$ cat src/rtl/clkstop_pkg.sv
package clkstop_pkg;

  typedef enum logic [1:0] {
    PM_RUN  = 2'd0,
    PM_STOP = 2'd1,
    PM_STBY = 2'd2
  } pm_state_t;

  // Pins that may wake: changed vs reference, break-enabled, input, eligible.
  function automatic logic [63:0] wake_pins(input logic [63:0] cur,
                                            input logic [63:0] ref_v,
                                            input logic [63:0] brk,
                                            input logic [63:0] is_in,
                                            input logic [63:0] mask);
    return (cur ^ ref_v) & brk & is_in & mask;
  endfunction

  function automatic logic supply_rise(input logic now_v, input logic prev_v,
                                       input logic en);
    return now_v & ~prev_v & en;
  endfunction

endpackage

$ cat src/rtl/clkstop_wake_det.sv
module clkstop_wake_det #(
  parameter int NPORT = 8,
  parameter logic [NPORT-1:0] WAKE_MASK = '1
) (
  input  logic             clk,
  input  logic             rst,
  input  logic             armed,
  input  logic             capture,
  input  logic [NPORT-1:0] pin_in,
  input  logic [NPORT-1:0] pin_brk_en,
  input  logic [NPORT-1:0] pin_is_in,
  input  logic             supply_ok,
  input  logic             supply_brk_en,
  output logic             pin_wake,
  output logic             sup_wake
);
  import clkstop_pkg::*;

  logic [NPORT-1:0] pin_ref;
  logic             sup_prev;
  logic [63:0]      hits;

  always_ff @(posedge clk) begin
    if (rst) begin
      pin_ref  <= '0;
      sup_prev <= 1'b1;
    end else begin
      if (armed || capture) pin_ref <= pin_in;
      sup_prev <= supply_ok;
    end
  end

  assign hits = wake_pins(64'(pin_in), 64'(pin_ref), 64'(pin_brk_en),
                          64'(pin_is_in), 64'(WAKE_MASK));
  assign pin_wake = armed && (hits != 64'd0);
  assign sup_wake = armed && supply_rise(supply_ok, sup_prev, supply_brk_en);

endmodule

$ cat src/rtl/clkstop_stby_timer.sv
module clkstop_stby_timer #(
  parameter int STBY_TICKS = 100
) (
  input  logic clk,
  input  logic rst,
  input  logic active,
  input  logic restart,
  input  logic tick,
  output logic done
);
  localparam int CW = $clog2(STBY_TICKS + 1);
  localparam logic [CW-1:0] LAST = CW'(STBY_TICKS - 1);

  logic [CW-1:0] cnt;

  assign done = active && tick && !restart && (cnt == LAST);

  always_ff @(posedge clk) begin
    if (rst || !active || restart) cnt <= '0;
    else if (tick) cnt <= done ? '0 : cnt + 1'b1;
  end

endmodule

$ cat src/rtl/clkstop_fsm.sv
module clkstop_fsm (
  input  logic                   clk,
  input  logic                   rst,
  input  logic                   stop_req,
  input  logic                   wake,
  input  logic                   stby_done,
  output clkstop_pkg::pm_state_t state
);
  import clkstop_pkg::*;

  pm_state_t nxt;

  always_comb begin
    nxt = state;
    unique case (state)
      PM_RUN:  if (stop_req)  nxt = PM_STOP;
      PM_STOP: if (wake)      nxt = PM_STBY;
      PM_STBY: if (stby_done) nxt = PM_RUN;
      default: nxt = PM_RUN;
    endcase
  end

  always_ff @(posedge clk) begin
    if (rst) state <= PM_RUN;
    else     state <= nxt;
  end

endmodule

$ cat src/rtl/clkstop_wake_ctrl.sv
module clkstop_wake_ctrl #(
  parameter int NPORT = 8,
  parameter int STBY_TICKS = 100,
  parameter logic [NPORT-1:0] WAKE_MASK = 8'hD8
) (
  input  logic             clk,
  input  logic             rst,
  input  logic             stop_req,
  input  logic [NPORT-1:0] pin_in,
  input  logic [NPORT-1:0] pin_brk_en,
  input  logic [NPORT-1:0] pin_is_in,
  input  logic             supply_ok,
  input  logic             supply_brk_en,
  input  logic             tick,
  output logic             osc_en,
  output logic             pll_en,
  output logic             cpu_en,
  output logic             seg_force_low,
  output logic             pp_force_low,
  output logic             od_force_off
);
  import clkstop_pkg::*;

  pm_state_t state;
  logic in_run, in_stop, in_stby;
  logic stop_take, pin_wake, sup_wake, wake_any, stby_done;

  assign in_run    = (state == PM_RUN);
  assign in_stop   = (state == PM_STOP);
  assign in_stby   = (state == PM_STBY);
  assign stop_take = in_run && stop_req;
  assign wake_any  = pin_wake || sup_wake;

  clkstop_wake_det #(.NPORT(NPORT), .WAKE_MASK(WAKE_MASK)) u_det (
    .clk(clk), .rst(rst), .armed(!in_run), .capture(stop_take),
    .pin_in(pin_in), .pin_brk_en(pin_brk_en), .pin_is_in(pin_is_in),
    .supply_ok(supply_ok), .supply_brk_en(supply_brk_en),
    .pin_wake(pin_wake), .sup_wake(sup_wake)
  );

  clkstop_stby_timer #(.STBY_TICKS(STBY_TICKS)) u_tmr (
    .clk(clk), .rst(rst), .active(in_stby), .restart(wake_any),
    .tick(tick), .done(stby_done)
  );

  clkstop_fsm u_fsm (
    .clk(clk), .rst(rst), .stop_req(stop_req), .wake(wake_any),
    .stby_done(stby_done), .state(state)
  );

  assign osc_en        = !in_stop;
  assign pll_en        = in_stby || (in_run && !stop_req);
  assign cpu_en        = in_run;
  assign seg_force_low = !in_run;
  assign pp_force_low  = !in_run;
  assign od_force_off  = !in_run;

endmodule

$ cat config.mk
export PLATFORM = sky130hd
export DESIGN_NAME = clkstop_wake_ctrl
export DESIGN_NICKNAME = d
export VERILOG_FILES = /design/src/rtl/clkstop_pkg.sv /design/src/rtl/clkstop_wake_det.sv /design/src/rtl/clkstop_stby_timer.sv /design/src/rtl/clkstop_fsm.sv /design/src/rtl/clkstop_wake_ctrl.sv
export SDC_FILE = /design/constraint.sdc
export NUM_CORES = 1
export LEC_CHECK = 0
export ABC_AREA = 1
export ABC_CLOCK_PERIOD_IN_PS = 1900
export CORE_MARGIN = 5
export CORE_UTILIZATION = 41
export DETAILED_ROUTE_END_ITERATION = 6
export PLACE_DENSITY = 0.8
export REMOVE_ABC_BUFFERS = 1
export SLEW_MARGIN = 5
export SYNTH_ARGS = -nofsm -noshare
export SYNTH_HDL_FRONTEND = slang
export SYNTH_HIERARCHICAL = 1
export SYNTH_SLANG_ARGS = --single-unit
$ cat constraint.sdc
create_clock -name clk -period 1.9 [get_ports clk]
set_input_delay 0.19 -clock clk [delete_from_list [all_inputs] [get_ports clk]]
set_output_delay 0.19 -clock clk [all_outputs]
set_load 0.01 [all_outputs]
==> results_dict.tcl <==
set metrics [dict create \
    min_period_over_period_pct 89.7 \
    synth-main-ff-cell "dfxtp_1" \
    wirelength_mm 1.75 \
    initial_core_util_pct 43.2 \
    worstPathRequired_ns 1.71 \
    netlist_instances 133 \
    grt_overflow 0 \
    finalSetupViolCount 0 \
    die_area_sq_um 3100 \
    synth-seq-cells 14 \
    ioPinCount 36 \
    design.core.area_sq_um 1980 \
    grt_pass1_vias 847 \
    clock_tree.buffer_depth 2 \
    comb_power_share_pct 26.2 \
    seq_power_share_pct 48.9 \
    fmax_mhz 587 \
    die_w_microns 55.7 \
    clk_latency_ns 0.27 \
    critical_path_buf_inv_count 2 \
    p_sw_uw 184 \
    path_max_fanout 7 \
    postCtsSetupRepairBufs 0 \
    vdd_ir_drop_max_v 0.000356 \
    max_slew_margin_pct 85.4 \
    rows 16 \
    worstPathArrival_ns 1.51 \
    yosysMostFrequentCell "nand2_1" \
    num_vias 826 \
    cts_buffers 3 \
    drive_gt1_share_pct 12.7 \
    r2r_setup_slack_ns 0.38 \
    p_leak_uw 0.000486 \
    yosys.area.top_type "dfxtp_1" \
    slew_violations 0 \
    whs_ns 0.475 \
    gp_congestion 0.779 \
    synth.area.top_cells "dfxtp_1 33%, nand2_1 16%, inv_1 13%" \
    run_status "complete, no violations" \
    via_per_inst 4.49 \
    num-nets-final 190 \
    drt_drc_violations_left 0 \
    drtAntennaViolNets 0 \
    tightest_slew_ns 0.218 \
    ys_seq_area_share_pct 32.7 \
    numPortBuffers 23 \
    cts_sinks 14 \
    switching_share_pct 28.0 \
    dr.pass1.iters 4 \
    syn-cell-area_sq_um 857 \
    fin_area_sq_um 1130 \
    die_y_microns 55.7 \
    postSynthAreaPerCell_sq_um 6.44 \
    min_path_cells 2 \
    n_antenna_cell 0 \
    rsz0062_at_grt "no" \
    hold_viol_final 0 \
    cp-end-kind "primary output" \
    cp-start-kind "flip-flop" \
    min_from "u_det/pin_ref[7]" \
    holdBufCountCts 0 \
    synth_edf_count 0 \
    path_clk_slew_ns 0.08 \
    grt_use_total_pct 12.6 \
    critPathKind "flip-flop to primary output" \
    slowest_delay_ns 0.58 \
    drtIter0Drc 6 \
    wl_per_cell_microns 9.53 \
    yosysWarningCount 6 \
    yosysTopAreaCellShare_pct 32.7 \
    cp_slowest_cell "clkdlybuf4s50_1" \
    hold_class "flip-flop to flip-flop" \
    grt_pass1_wl_mm 3.24 \
    antenna_found_initial 0 \
    drv_cap 0 \
    fillers 190 \
    cts_root_buf "clkbuf_4" \
    grt_max_degree 9 \
    p_clk_share_pct 24.9 \
    reg2reg_to "u_tmr/cnt[0]" \
    tritoncts "yes" \
    r2r_start "u_fsm/state[0]" \
    path_cells "inv_2, nand2_2, clkdlybuf4s50_1" \
    synth_cell_types 21 \
    p_int_uw 472 \
    area_delta_synth_final_pct 31.7 \
    synthArstFlopShare_pct 0 \
    postPlaceCellArea_sq_um 1110 \
    cts_resized 0 \
    multi_input_area_sq_um 442 \
    skew_ns 0.00330 \
    fin_setup_tns_ns 0 \
    ff_latch_area_sq_um 280 \
    cts_max_level 1 \
    dp_hpwl_mm 1.46 \
    fin_crit_ns 1.70 \
    reg2reg_depth 8 \
    cpLargestDelayFamily "buffers and inverters" \
    synthTopCellsByCount "36 x nand2_1, 29 x inv_1, 14 x dfxtp_1" \
    holdPathEnd "u_det/pin_ref[7]" \
    powerDensity_nw_per_um2 582 \
]
[worst register-to-register path, cell delays in order, from the launching register on]
cell     delay, ns
dfxtp_1       0.37
inv_2         0.09
nand2_2       0.11
inv_1         0.10
nor3_1        0.05
or2_1         0.28
nor3_2        0.21
nand2_2       0.13
a21oi_2       0.11
[cell usage in the layout (no fill, tap or decap), drive strengths merged]
cell type      count
nand2             40
inv               32
clkdlybuf4s50     23
dfxtp             14
nor2              13
a21oi              9
nand3              6
o21ai              4
nor3               4
clkbuf             3
xor2               3
or2                3
nand3b             2
ha                 1
[metal layers]
metal,up-vias,part of all wire [%],track usage [%]
li1,441,-,-
met1,363,43,13.1
met2,22,50,22.8
met3,0,6.7,3.94
met4,0,0,5.56
met5,-,0,0
[kinds of logic after synthesis]
kind of cell / Yosys count / synth area share [%]
buffers and inverters: 34 / 15.8
xor gates and xnor gates: 3 / 3.07
AOI/OAI and AO/OA: 13 / 8.47
and+or+nand+nor: 68 / 38.5
DFF: 14 / 32.7
adders and majority gates: 1 / 1.46
[worst max-delay path by stage]
stage                   startpoint            end  slack [ns]  cells after the start
global route        u_fsm/state[1]  seg_force_low         0.1                      3
floorplan           u_fsm/state[0]   u_tmr/cnt[0]        0.44                      8
finish              u_fsm/state[0]   od_force_off        0.20                      3
global placement         pin_in[7]   u_tmr/cnt[0]        0.10                     10
CTS                 u_fsm/state[0]   od_force_off        0.17                      3
detailed placement       pin_in[7]   u_tmr/cnt[0]        0.06                     10
[registers in the layout (all words and copies together), names as in the netlist]
register        flops
u_fsm/state         2
u_det/pin_ref       4
u_det/sup_prev      1
u_tmr/cnt           7
[through the flow]
step                      total power (uW)  utilization [%]  std cells  setup WS, ns
after floorplan                        410                -        131         0.444
after global placement                 493             55.8        181         0.102
after detailed placement               500             55.8        181        0.0640
after CTS                              665             56.9        184         0.173
after global routing                   700             56.9        184        0.0964
final                                  656             56.9        184         0.196
[power groups by stage]
stage	clock, uW	combinational [uW]	sequential (uW)
finish	163	172	321
floorplan	0	84.4	325
detailed placement	0	172	328
CTS	171	173	321
global placement	0	166	327
global route	184	192	324
[cell type report]
type	instances	share of cell area, %
Tap cell	27	2.99
Multi-Input combinational cell	85	39.1
Timing Repair Buffer	23	20.4
Clock buffer	3	2.00
Inverter	32	10.6
Sequential cell	14	24.8
Power figures use the tool's default switching activity.
